$ cat src/rtl/dwr_pkg.sv
package dwr_pkg;

   typedef enum logic [2:0] {
      TR_NORMAL     = 3'd0,
      TR_RETRY      = 3'd1,
      TR_DISCONNECT = 3'd2,
      TR_TABORT     = 3'd3,
      TR_MABORT     = 3'd4
   } far_term_e;

   typedef enum logic [2:0] {
      RSP_RETRY  = 3'd0,
      RSP_DONE   = 3'd1,
      RSP_DISC   = 3'd2,
      RSP_TABORT = 3'd3,
      RSP_MABORT = 3'd4
   } init_rsp_e;

   typedef enum logic [2:0] {
      ST_IDLE,
      ST_ISSUE,
      ST_WAIT,
      ST_HOLD,
      ST_DROPPED
   } dw_state_e;

   typedef struct packed {
      logic again;
      logic done_ok;
      logic tabort;
      logic mabort;
   } term_class_t;

endpackage

$ cat src/rtl/dwr_term_map.sv
module dwr_term_map
   import dwr_pkg::*;
(
   input  logic [2:0]  result,
   input  logic        xfer,
   output term_class_t cls
);

   always_comb begin
      cls = '0;
      case (result)
         TR_NORMAL, TR_DISCONNECT: begin
            cls.done_ok = xfer;
            cls.again   = ~xfer;
         end
         TR_TABORT: cls.tabort = 1'b1;
         TR_MABORT: cls.mabort = 1'b1;
         default:   cls.again  = 1'b1;
      endcase
   end

endmodule

$ cat src/rtl/dwr_retry_cnt.sv
module dwr_retry_cnt #(
   parameter int CNT_W = 24
) (
   input  logic             clk,
   input  logic             rst_n,
   input  logic             clear,
   input  logic             bump,
   output logic             limit_hit,
   output logic             terminal,
   output logic [CNT_W-1:0] count
);

   localparam logic [CNT_W-1:0] CNT_MAX = {CNT_W{1'b1}};

   logic at_max;

   generate
      if (CNT_W < 2 || CNT_W > 32) begin : g_bad_width
         $error("dwr_retry_cnt: CNT_W must lie in 2..32");
      end
   endgenerate

   assign at_max    = (count == CNT_MAX);
   assign limit_hit = bump & at_max & ~terminal;

   always_ff @(posedge clk or negedge rst_n) begin
      if (!rst_n) begin
         count    <= '0;
         terminal <= 1'b0;
      end else if (clear) begin
         count    <= '0;
         terminal <= 1'b0;
      end else if (bump) begin
         if (at_max) terminal <= 1'b1;
         else        count    <= count + 1'b1;
      end
   end

   AST_CNT_HOLDS: assert property (@(posedge clk) disable iff (!rst_n)
      (!bump && !clear) |=> $stable(count));
   AST_CNT_RESTART: assert property (@(posedge clk) disable iff (!rst_n)
      clear |=> (count == '0 && !terminal));

endmodule

$ cat src/rtl/dwr_status.sv
module dwr_status (
   input  logic clk,
   input  logic rst_n,
   input  logic set_rx,
   input  logic set_sig,
   input  logic clr_rx,
   input  logic clr_sig,
   input  logic limit_evt,
   input  logic serr_en,
   input  logic serr_mask,
   output logic sts_rx,
   output logic sts_sig,
   output logic serr_pulse
);

   always_ff @(posedge clk or negedge rst_n) begin
      if (!rst_n) begin
         sts_rx     <= 1'b0;
         sts_sig    <= 1'b0;
         serr_pulse <= 1'b0;
      end else begin
         if (set_rx)      sts_rx  <= 1'b1;
         else if (clr_rx) sts_rx  <= 1'b0;
         if (set_sig)      sts_sig <= 1'b1;
         else if (clr_sig) sts_sig <= 1'b0;
         serr_pulse <= limit_evt & serr_en & ~serr_mask;
      end
   end

   AST_RX_STICKY: assert property (@(posedge clk) disable iff (!rst_n)
      (sts_rx && !clr_rx) |=> sts_rx);
   AST_SIG_STICKY: assert property (@(posedge clk) disable iff (!rst_n)
      (sts_sig && !clr_sig) |=> sts_sig);
   AST_SERR_SINGLE: assert property (@(posedge clk) disable iff (!rst_n)
      serr_pulse |=> !serr_pulse);
   AST_SERR_GATED: assert property (@(posedge clk) disable iff (!rst_n)
      serr_pulse |-> ($past(serr_en) && !$past(serr_mask)));

endmodule

$ cat src/rtl/dwr_ctrl.sv
module dwr_ctrl
   import dwr_pkg::*;
#(
   parameter int CNT_W        = 24,
   parameter bit SIG_ON_DROP  = 1'b1
) (
   input  logic       clk,
   input  logic       rst_n,
   input  logic       req_valid,
   input  logic       req_multi,
   input  logic       att_done,
   input  logic [2:0] att_result,
   input  logic       att_xfer,
   input  logic       serr_en,
   input  logic       serr_mask,
   input  logic       clr_rx_tabort,
   input  logic       clr_sig_tabort,
   output logic       att_req,
   output logic       rsp_valid,
   output logic [2:0] rsp_code,
   output logic       sts_rx_tabort,
   output logic       sts_sig_tabort,
   output logic       serr_pulse
);

   dw_state_e   state_q, state_d;
   term_class_t cls;
   init_rsp_e   hold_code_q, rsp_d;
   logic        multi_q;
   logic        accept, result_ev, bump, limit_hit, terminal;
   logic        set_rx, set_sig, sig_from_drop;
   logic [CNT_W-1:0] retry_count;

   dwr_term_map u_map (
      .result (att_result),
      .xfer   (att_xfer),
      .cls    (cls)
   );

   assign accept    = req_valid && (state_q == ST_IDLE);
   assign result_ev = att_done && (state_q == ST_WAIT);
   assign bump      = result_ev && cls.again;

   dwr_retry_cnt #(.CNT_W(CNT_W)) u_cnt (
      .clk       (clk),
      .rst_n     (rst_n),
      .clear     (accept),
      .bump      (bump),
      .limit_hit (limit_hit),
      .terminal  (terminal),
      .count     (retry_count)
   );

   always_comb begin
      state_d = state_q;
      case (state_q)
         ST_IDLE:    if (req_valid) state_d = ST_ISSUE;
         ST_ISSUE:   state_d = ST_WAIT;
         ST_WAIT: begin
            if (result_ev) begin
               if (!cls.again)     state_d = ST_HOLD;
               else if (limit_hit) state_d = ST_DROPPED;
               else                state_d = ST_ISSUE;
            end
         end
         ST_HOLD, ST_DROPPED: if (req_valid) state_d = ST_IDLE;
         default: state_d = ST_IDLE;
      endcase
   end

   always_comb begin
      case (state_q)
         ST_HOLD:    rsp_d = hold_code_q;
         ST_DROPPED: rsp_d = RSP_TABORT;
         default:    rsp_d = RSP_RETRY;
      endcase
   end

   generate
      if (SIG_ON_DROP) begin : g_sig_drop
         assign sig_from_drop = (state_q == ST_DROPPED);
      end else begin : g_no_sig_drop
         assign sig_from_drop = 1'b0;
      end
   endgenerate

   assign set_rx  = result_ev && cls.tabort;
   assign set_sig = req_valid &&
                    (((state_q == ST_HOLD) && (hold_code_q == RSP_TABORT)) || sig_from_drop);

   always_ff @(posedge clk or negedge rst_n) begin
      if (!rst_n) begin
         state_q     <= ST_IDLE;
         hold_code_q <= RSP_RETRY;
         multi_q     <= 1'b0;
         rsp_valid   <= 1'b0;
         rsp_code    <= 3'd0;
      end else begin
         state_q   <= state_d;
         rsp_valid <= req_valid;
         rsp_code  <= req_valid ? rsp_d : 3'd0;
         if (accept) multi_q <= req_multi;
         if (result_ev && !cls.again) begin
            if (cls.done_ok)     hold_code_q <= multi_q ? RSP_DISC : RSP_DONE;
            else if (cls.tabort) hold_code_q <= RSP_TABORT;
            else                 hold_code_q <= RSP_MABORT;
         end
      end
   end

   assign att_req = (state_q == ST_ISSUE);

   dwr_status u_sts (
      .clk        (clk),
      .rst_n      (rst_n),
      .set_rx     (set_rx),
      .set_sig    (set_sig),
      .clr_rx     (clr_rx_tabort),
      .clr_sig    (clr_sig_tabort),
      .limit_evt  (limit_hit),
      .serr_en    (serr_en),
      .serr_mask  (serr_mask),
      .sts_rx     (sts_rx_tabort),
      .sts_sig    (sts_sig_tabort),
      .serr_pulse (serr_pulse)
   );

   AST_ATT_ONE_CYCLE: assert property (@(posedge clk) disable iff (!rst_n)
      att_req |=> !att_req);
   AST_RSP_AFTER_REQ: assert property (@(posedge clk) disable iff (!rst_n)
      rsp_valid |-> $past(req_valid));
   AST_NO_ATT_ON_SERR: assert property (@(posedge clk) disable iff (!rst_n)
      serr_pulse |-> !att_req);
   AST_TERMINAL_STOPS: assert property (@(posedge clk) disable iff (!rst_n)
      terminal |-> !att_req);

endmodule

$ cat config.mk
export PLATFORM = sky130hd
export DESIGN_NAME = dwr_ctrl
export DESIGN_NICKNAME = d
export VERILOG_FILES = /design/src/rtl/dwr_pkg.sv /design/src/rtl/dwr_term_map.sv /design/src/rtl/dwr_retry_cnt.sv /design/src/rtl/dwr_status.sv /design/src/rtl/dwr_ctrl.sv
export SDC_FILE = /design/constraint.sdc
export NUM_CORES = 1
export LEC_CHECK = 0
export ABC_AREA = 1
export BUFFER_PORTS_ARGS = -buffer_cell sky130_fd_sc_hd__buf_2
export CAP_MARGIN = 25
export CORE_MARGIN = 4
export CORE_UTILIZATION = 35
export CTS_CLUSTER_DIAMETER = 120
export DETAILED_ROUTE_END_ITERATION = 8
export PLACE_DENSITY = 0.61
export SLEW_MARGIN = 10
export SYNTH_ARGS = -nofsm -noshare
export SYNTH_HDL_FRONTEND = slang
export SYNTH_HIERARCHICAL = 1
export SYNTH_SLANG_ARGS = --single-unit
$ cat constraint.sdc
create_clock -name clk -period 1.54 [get_ports clk]
set_input_delay 0.308 -clock clk [delete_from_list [all_inputs] [get_ports clk]]
set_output_delay 0.308 -clock clk [all_outputs]
set_load 0.02 [all_outputs]
==> reports/results.tsv, run 1 <==
metric	value	unit
status	finished with violations	
failing checks	negative setup slack	
die area	8190	um2
CTS Buf Count	5	
most frequent cells in the layout	nand2_1, buf_4, inv_1, dfrtp_1, nor2_1	
Max Buffers Root-to-Sink	2	
largest net degree at the start of global routing	25	
Pins Over Slew Limit	0	
Final Instance Count excl. Fillers	517	
critical path class	reg2reg	
Max-Cap Viols	0	
Reg power frac	33.5	%
Slew HR	72.4	%
vias in the first global route	2355	
Post-Place Cells	489	
chip height	90.5	um
Comb power frac	46.3	%
Post-Syn Nets	354	
clock skew	6.21	ps
switching share of power	37.0	%
most used cell, CP	nor2_4	
overall routing resource usage	15.6	%
worst hold path class	in2reg	
Post-Layout Inst Area	3460	um2
share of layout cells above drive strength 1	34.8	%
power per cell area	1130	nW/um2
Routed WL	6510	um
H-tree levels	2	
post-route antenna net violation count	0	
Cells after Synth	340	
total grt overflow	0	
placed cell area	3000	um2
Pint	2.45	mW
hold_ws	146	ps
DR vias	2521	
row count	29	
Slew @ Worst Pin	415	ps
CP required	1770	ps
IO Count	21	
CTS clk-pin slew, worst paths	80	ps
Worst setup EP type	flip-flop	
total chip power	3.89	mW
Die Width	90.5	um
CTS tree	done	
Avg Inst Size Synth	7.01	um2
Iter 0 DRT Violations	112	
# DRC	0	
Tcrit/Tclk final	109	%
Worst VDD drop	610	uV
IO buf count	20	
Post-DP HPWL	4460	um
Hold Fails Final Rpt	0	
CP max-delay cell	dfrtp_1	
Num Clock Sinks	39	
DR pass1 iterations	5	
routed wire length per instance	12.6	um
Worst EP arrival	1920	ps
setup violators final	26	
initial antenna violation count	0	
worst-skew pair later-pin latency	300	ps
CP Max Fanout	5	
fin nets	453	
Critical Path, Cell by Cell	ha_2 > nand2_2 > nor2_4 > nand2_4 > buf_4 > nor2_4 > nand3_4 > nand2_8 > clkbuf_16 > nand2_1 > o21ai_1	
fin crit period	1690	ps
leakage	1.65	nW
Area growth, synth to finish	45.1	%
unrepaired setup endpoints after global routing	yes	
Setup crit start kind	flip-flop	
first-pass GRT wire length	10300	um
Core ar.	6490	um2
R2R Setup Slk	-150	ps
RePlAce Congestion	0.809	
Starting Density	36.7	%
crit-path max cell delay	370	ps
Mapped Area	2380	um2
net switching power	1.44	mW
Synth Warn #	6	
clock share of power	20.2	%
Fmax	593	MHz
commonest non-fill, non-tap cell in the layout	nand2_1	
dpl ws	-241	ps
# diodes	0	
DR vias/cell	4.88	
final setup margin	-145	ps
Root Driver	clkbuf_8	
-- critical path: cells and delay by family (launching register included) --
| family | cells | cell delay, ps |
|---|---|---|
| compound gates | 1 | 70 |
| simple gates | 7 | 680 |
| fa+ha+maj | 1 | 190 |
| buf+inv | 2 | 310 |
| flops | 1 | 370 |
-- power groups by stage --
stage	clock network (mW)	registers, mW	logic, mW
after floorplan	0	1.32	0.818
after global placement	0	1.31	1.32
after detailed placement	0	1.31	1.35
after CTS	0.805	1.30	1.47
after global routing	0.839	1.33	1.98
final	0.787	1.30	1.80
-- layout make-up --
cell class	count	area [um2]
clock buffer	7	96.3
multi-input combinational	253	1340
tap	77	96.3
sequential	39	977
inverter	43	169
timing repair buffer	97	769
fill	574	3040
clock inverter	1	7.51
-- per-stage QoR --
| step | setup TNS, ps | util (%) |
|---|---|---|
| finish | -2790 | 53.2 |
| global route | -5690 | 53.2 |
| CTS | -3550 | 50.0 |
| detailed placement | -2990 | 46.2 |
| global placement | -1390 | 46.2 |
| floorplan | -106 | - |
-- worst paths after layout --
check,cells past startpoint,startpoint,to
min reg2reg,2,u_sts/sts_sig$_DFFE_PN0P_,u_sts/sts_sig$_DFFE_PN0P_
max in group asynchronous,3,rst_n,state_q[0]$_DFFE_PN0P_
max,11,u_cnt/count[1]$_DFFE_PN0P_,u_cnt/count[15]$_DFFE_PN0P_
max reg2reg,11,u_cnt/count[1]$_DFFE_PN0P_,u_cnt/count[15]$_DFFE_PN0P_
min,1,req_valid,rsp_valid$_DFF_PN0_
min in group asynchronous,2,rst_n,u_cnt/count[3]$_DFFE_PN0P_
-- timing repair --
action	CTS	global route
buffers inserted	12	8
gates resized for setup	15	33
pin swaps	13	26
hold endpoints to repair	15	0
hold buffers	1	0
gates cloned	1	4
setup endpoints to repair	26	29
-- registers in the layout, indices dropped and copies added (netlist names) --
| register | cells |
|---|---|
| u_cnt/count | 24 |
| hold_code_q | 3 |
| rsp_code | 3 |
| state_q | 3 |
| multi_q | 1 |
| rsp_valid | 1 |
| u_cnt/terminal | 1 |
| u_sts/serr_pulse | 1 |
| u_sts/sts_rx | 1 |
| u_sts/sts_sig | 1 |
-- layer usage --
layer / track usage, % / vias to the layer above / routed length [um]
li1: - / 1291 / -
met1: 20.2 / 1174 / 2930
met2: 25.6 / 49 / 3220
met3: 2.67 / 7 / 256
met4: 6.38 / 0 / 101
met5: 0 / - / 0
Note: power is estimated with default switching activity, not from simulation.
==> run 2: changes to the inputs <==
--- a/config.mk
+++ b/config.mk
@@ -12,7 +12,9 @@
 export CORE_UTILIZATION = 35
 export CTS_CLUSTER_DIAMETER = 120
 export DETAILED_ROUTE_END_ITERATION = 8
+export GPL_ROUTABILITY_DRIVEN = 0
 export PLACE_DENSITY = 0.61
+export SKIP_LAST_GASP = 1
 export SLEW_MARGIN = 10
 export SYNTH_ARGS = -nofsm -noshare
 export SYNTH_HDL_FRONTEND = slang
==> run 2 against run 1 <==
Compared with the run above: the run still ends with negative setup slack left; clock skew up 1.4 ps; total power is 1.2% higher; final cell count unchanged; worst hold slack got worse by 1.2 ps; critical path type unchanged; critical endpoint is now state_q[0]$_DFFE_PN0P_; highest routed layer unchanged.
==> reports/results.tsv, run 2 (synthesis results as in run 1) <==
metric	value	unit	change
Max Buffers Root-to-Sink	2		unchanged
Fmax	594	MHz	was 593 MHz
chip height	90.5	um	unchanged
Iter 0 DRT Violations	117		was 112
worst-case reg-to-reg path depth	12		was 11
Worst setup EP type	flip-flop		unchanged
share of layout cells above drive strength 1	36.6	%	was 34.8%
Hold Fails Final Rpt	0		unchanged
placed cell area	3000	um2	unchanged
DR pass1 iterations	4		was 5
routed wire length per instance	12.8	um	was 12.6 um
hold_ws	145	ps	was 146 ps
total grt overflow	0		unchanged
Slew HR	72.3	%	was 72.4%
failing checks	negative setup slack		unchanged
CP required	1740	ps	was 1770 ps
vias in the first global route	2352		was 2,355
Starting Density	36.7	%	unchanged
IO buf count	20		unchanged
row count	29		unchanged
CTS tree	done		unchanged
dpl ws	-241	ps	unchanged
final setup margin	-144	ps	was -145 ps
max reg flops	24		unchanged
Area growth, synth to finish	46.3	%	was 45.1%
most frequent cells in the layout	nand2_1, buf_4, inv_1, dfrtp_1, nor2_1		unchanged
# diodes	0		unchanged
Core ar.	6490	um2	unchanged
status	finished with violations		unchanged
Slew @ Worst Pin	416	ps	was 415 ps
Tcrit/Tclk final	109	%	about the same
hold endpoint	rsp_valid$_DFF_PN0_		unchanged
total chip power	3.94	mW	was 3.89 mW
die area	8190	um2	unchanged
Biggest register	u_cnt/count		unchanged
Routed WL	6640	um	was 6510 um
post-route antenna net violation count	0		unchanged
Worst VDD drop	601	uV	was 610 uV
DR vias/cell	4.90		was 4.88
Worst EP arrival	1880	ps	was 1920 ps
first-pass GRT wire length	10300	um	about the same
Final Instance Count excl. Fillers	517		unchanged
hold path startpoint	req_valid		unchanged
Num Clock Sinks	39		unchanged
Pins Over Slew Limit	0		unchanged
critical path class	reg2reg		unchanged
Post-Layout Inst Area	3480	um2	was 3460 um2
Die Width	90.5	um	unchanged
Root Driver	clkbuf_8		unchanged
fin nets	453		unchanged
CTS Buf Count	5		unchanged
leakage	1.66	nW	was 1.65 nW
initial antenna violation count	0		unchanged
fin crit period	1680	ps	was 1690 ps
CTS clk-pin slew, worst paths	80	ps	about the same
setup violators final	26		unchanged
Max-Cap Viols	0		unchanged
Post-Place Cells	489		unchanged
worst hold path class	in2reg		unchanged
Post-DP HPWL	4460	um	unchanged
power per cell area	1130	nW/um2	about the same
fin util	53.7	%	was 53.2%
H-tree levels	2		unchanged
clock skew	7.57	ps	was 6.21 ps
DR vias	2534		was 2,521
largest net degree at the start of global routing	25		unchanged
Setup crit start kind	flip-flop		unchanged
r2r endpoint	state_q[0]$_DFFE_PN0P_		was u_cnt/count[15]$_DFFE_PN0P_
overall routing resource usage	15.5	%	was 15.6%
R2R Setup Slk	-140	ps	was -150 ps
setup TNS	-2630	ps	was -2790 ps
# DRC	0		unchanged
worst-skew pair later-pin latency	300	ps	about the same
Hold Path Depth	1		unchanged
IO Count	21		unchanged
commonest non-fill, non-tap cell in the layout	nand2_1		unchanged
CP Max Fanout	3		was 5
unrepaired setup endpoints after global routing	yes		unchanged
worst r2r src	u_cnt/count[1]$_DFFE_PN0P_		unchanged
[run 2: repair_timing]
action,CTS,global route
setup endpoints to repair,26,29
pin swaps,12,28
cloned,1,4
buffers inserted,12,8
hold endpoints to repair,15,0
hold buffers,1,0
gates resized for setup,14,45
[run 2: report_power, final]
group	switching [mW]	internal, mW
Sequential	0.125	1.18
Clock	0.382	0.408
Combinational	0.962	0.884
Total	1.47	2.47
[run 2: cell type report]
class	instances	area, um2
inverter	43	169
sequential	39	977
timing repair buffer	97	777
clock inverter	1	7.51
clock buffer	7	96.3
fill	571	3010
tap	77	96.3
multi-input combinational	253	1360
[run 2: how the worst max path moves through the flow]
stage	slack [ps]	start	endpoint
2_1_floorplan	-110	u_cnt/count[0]$_DFFE_PN0P_	state_q[0]$_DFFE_PN0P_
3_3_place_gp	-140	u_cnt/count[0]$_DFFE_PN0P_	state_q[0]$_DFFE_PN0P_
3_5_place_dp	-240	u_cnt/count[0]$_DFFE_PN0P_	state_q[0]$_DFFE_PN0P_
4_1_cts	-190	u_cnt/count[0]$_DFFE_PN0P_	state_q[0]$_DFFE_PN0P_
5_1_grt	-300	u_cnt/count[1]$_DFFE_PN0P_	state_q[0]$_DFFE_PN0P_
6_report	-140	u_cnt/count[1]$_DFFE_PN0P_	state_q[0]$_DFFE_PN0P_
[run 2: critical path: stages (launching register included)]
cell	delay, ps
dfrtp_1	370
ha_2	190
nand2_2	70
nor2_4	120
nand2_4	80
nor2_4	100
nand4_1	130
nor2_2	150
nand2_1	90
o21ai_1	120
inv_1	50
nand3_1	60
nand2_1	60
[run 2: metal layers]
layer | routed length (um) | share of wire [%] | GRT usage (%)
met1 | 2970 | 45 | 20.1
met2 | 3270 | 49 | 25.6
met5 | 0 | 0 | 0
met3 | 257 | 3.9 | 2.67
met4 | 144 | 2.2 | 6.38
==> run 3: changes to the inputs <==
--- a/config.mk
+++ b/config.mk
@@ -14,6 +14,7 @@
 export DETAILED_ROUTE_END_ITERATION = 8
 export GPL_ROUTABILITY_DRIVEN = 0
 export PLACE_DENSITY = 0.61
+export REMOVE_ABC_BUFFERS = 1
 export SKIP_LAST_GASP = 1
 export SLEW_MARGIN = 10
 export SYNTH_ARGS = -nofsm -noshare
==> run 3 against run 2 <==
Compared with the run above: the flow still finishes with violations (negative setup slack); clock power is 16% higher; register-to-register slack hardly changed; first-iteration DRC count up 8.5%; core utilization grew 1.4 points; wire length about the same; non-clock buffer count increased by 6; critical path depth is 1 lower; sequential cell count is the same; worst hold slack worse by 11 ps; die area is the same; sequential power about the same; clock-buffer cell count is 2 lower; critical endpoint is now u_cnt/count[2]$_DFFE_PN0P_.
==> reports/results.tsv, run 3 (synthesis results as in run 1) <==
metric	value	unit	change
status	finished with violations		unchanged
failing checks	negative setup slack		unchanged
Post-DP HPWL	4710	um	was 4460 um
Slew HR	75.3	%	was 72.3%
Max-Cap Viols	0		unchanged
CTS tree	done		unchanged
CP required	1770	ps	was 1740 ps
Worst EP arrival	1910	ps	was 1880 ps
Tcrit/Tclk final	109	%	about the same
share of layout cells above drive strength 1	40.0	%	was 36.6%
total grt overflow	0		unchanged
post-route antenna net violation count	0		unchanged
Final Instance Count excl. Fillers	522		was 517
Core ar.	6490	um2	unchanged
IO Count	21		unchanged
Post-Place Cells	499		was 489
metal3 WL	237	um	was 257 um
Die Width	90.5	um	unchanged
Post-Layout Inst Area	3570	um2	was 3480 um2
Hold Path Depth	1		unchanged
worst-skew pair later-pin latency	300	ps	about the same
placed cell area	3050	um2	was 3000 um2
clock share of power	22.6	%	was 20.1%
DR pass1 iterations	4		unchanged
Fmax	597	MHz	was 594 MHz
Max Buffers Root-to-Sink	2		unchanged
Slew @ Worst Pin	370	ps	was 416 ps
fin util	55.0	%	was 53.7%
largest net degree at the start of global routing	17		was 25
row count	29		unchanged
critical path class	reg2reg		unchanged
max reg flops	24		unchanged
overall routing resource usage	16.2	%	was 15.5%
fin crit period	1680	ps	about the same
switching share of power	37.6	%	was 37.3%
Hold Fails Final Rpt	0		unchanged
first-pass GRT wire length	11000	um	was 10,300 um
CP Max Fanout	8		was 3
routed wire length per instance	12.7	um	was 12.8 um
Area growth, synth to finish	50.0	%	was 46.3%
initial antenna violation count	0		unchanged
vias in the first global route	2470		was 2,352
clock skew	8.49	ps	was 7.57 ps
fin nets	458		was 453
DR vias	2534		unchanged
setup violators final	24		was 26
Setup crit start kind	flip-flop		unchanged
most frequent cells in the layout	nand2_1, buf_4, dfrtp_1, inv_1, nor2_1		was nand2_1, buf_4, inv_1, dfrtp_1, nor2_1
max layer used	met4		unchanged
DR vias/cell	4.85		was 4.90
IO buf count	20		unchanged
routed wl met2	3360	um	was 3270 um
Biggest register	u_cnt/count		unchanged
Worst VDD drop	634	uV	was 601 uV
Root Driver	clkbuf_8		unchanged
worst r2r src	u_cnt/count[0]$_DFFE_PN0P_		was u_cnt/count[1]$_DFFE_PN0P_
leakage	1.72	nW	was 1.66 nW
Num Clock Sinks	39		unchanged
Pint	2.53	mW	was 2.47 mW
met1 wire length	2930	um	was 2970 um
H-tree levels	2		unchanged
worst hold path class	in2reg		unchanged
crit path launch	u_cnt/count[0]$_DFFE_PN0P_		was u_cnt/count[1]$_DFFE_PN0P_
power per cell area	1140	nW/um2	was 1130 nW/um2
CTS Buf Count	5		unchanged
final setup margin	-135	ps	was -144 ps
unrepaired setup endpoints after global routing	yes		unchanged
chip height	90.5	um	unchanged
commonest non-fill, non-tap cell in the layout	nand2_1		unchanged
net switching power	1.53	mW	was 1.47 mW
# DRC	0		unchanged
CTS clk-pin slew, worst paths	90	ps	was 80 ps
die area	8190	um2	unchanged
Starting Density	36.7	%	unchanged
Pins Over Slew Limit	0		unchanged
Iter 0 DRT Violations	127		was 117
Reg power frac	32.2	%	was 33.0%
Worst setup EP type	flip-flop		unchanged
Comb power frac	45.2	%	was 46.9%
hold path startpoint	req_valid		unchanged
worst-case reg-to-reg path depth	11		was 12
Routed WL	6630	um	was 6640 um
# diodes	0		unchanged
run 3: cell types whose count changed in the layout (fill, tap and decap cells not counted), moves of 3 or more:
cell	change
buf_4	+7
nand2_1	-10
nand2_2	+5
nand2_4	+4
nor2_2	-3
o21ai_0	+4
o21ai_1	-5
run 3: final timing paths:
| path | to | slack, ps |
|---|---|---|
| worst max-delay path | u_cnt/count[2]$_DFFE_PN0P_ | -140 |
| worst min-delay path | rsp_valid$_DFF_PN0_ | 130 |
| worst max register to register | u_cnt/count[2]$_DFFE_PN0P_ | -140 |
| worst min register to register | u_sts/sts_rx$_DFFE_PN0P_ | 480 |
| max in group asynchronous | u_cnt/count[23]$_DFFE_PN0P_ | 620 |
| min in group asynchronous | rsp_valid$_DFF_PN0_ | 440 |
run 3: power groups by stage:
| stage | logic [mW] | registers, mW | clock network, mW |
|---|---|---|---|
| 2_1_floorplan | 0.665 | 1.34 | 0 |
| 5_1_grt | 2.02 | 1.33 | 0.976 |
| 4_1_cts | 1.55 | 1.28 | 0.933 |
| 3_5_place_dp | 1.33 | 1.30 | 0 |
| 3_3_place_gp | 1.30 | 1.30 | 0 |
| 6_report | 1.84 | 1.31 | 0.917 |
run 3: routing by layer:
metal	vias up	GRT usage (%)
li1	1290	-
met5	-	0
met3	10	3.25
met2	54	27.9
met1	1180	20.2
met4	0	5.36
run 3: stage by stage:
stage               setup TNS (ps)  hold WS [ps]  setup slack (ps)  power, mW
finish                       -2430           134              -135       4.06
global route                 -5160           128              -237       4.33
CTS                          -3150           129              -185       3.76
detailed placement           -4230           246              -216       2.63
global placement             -2780           240              -143       2.60
floorplan                    -5130          12.4              -287       2.00
run 3: what timing repair did:
action | in CTS | in global routing
setup endpoints to repair | 27 | 28
hold buffers | 1 | 0
pin swaps | 8 | 19
endpoints found under the hold margin | 13 | 0
resized for setup | 26 | 61
buffers inserted | 8 | 8
cloned | 2 | 0
run 3: cell type report:
cell class                      count  area (um2)
Inverter                           43         171
Fill cell                         609        2920
Tap cell                           77        96.3
Multi-Input combinational cell    252        1420
Timing Repair Buffer              103         790
Clock buffer                        5        68.8
Sequential cell                    39         977
Clock inverter                      3        47.5
run 3: worst max-delay path, cell delays in order (launching register included):
cell and delay, ps:
dfrtp_1 400, ha_4 170, nand2_4 50, nor2_4 110, nand2_4 80, buf_6 130
nor2_4 130, nand3_4 100, nand2_8 150, buf_8 160, nand2_2 40, o21ai_1 70
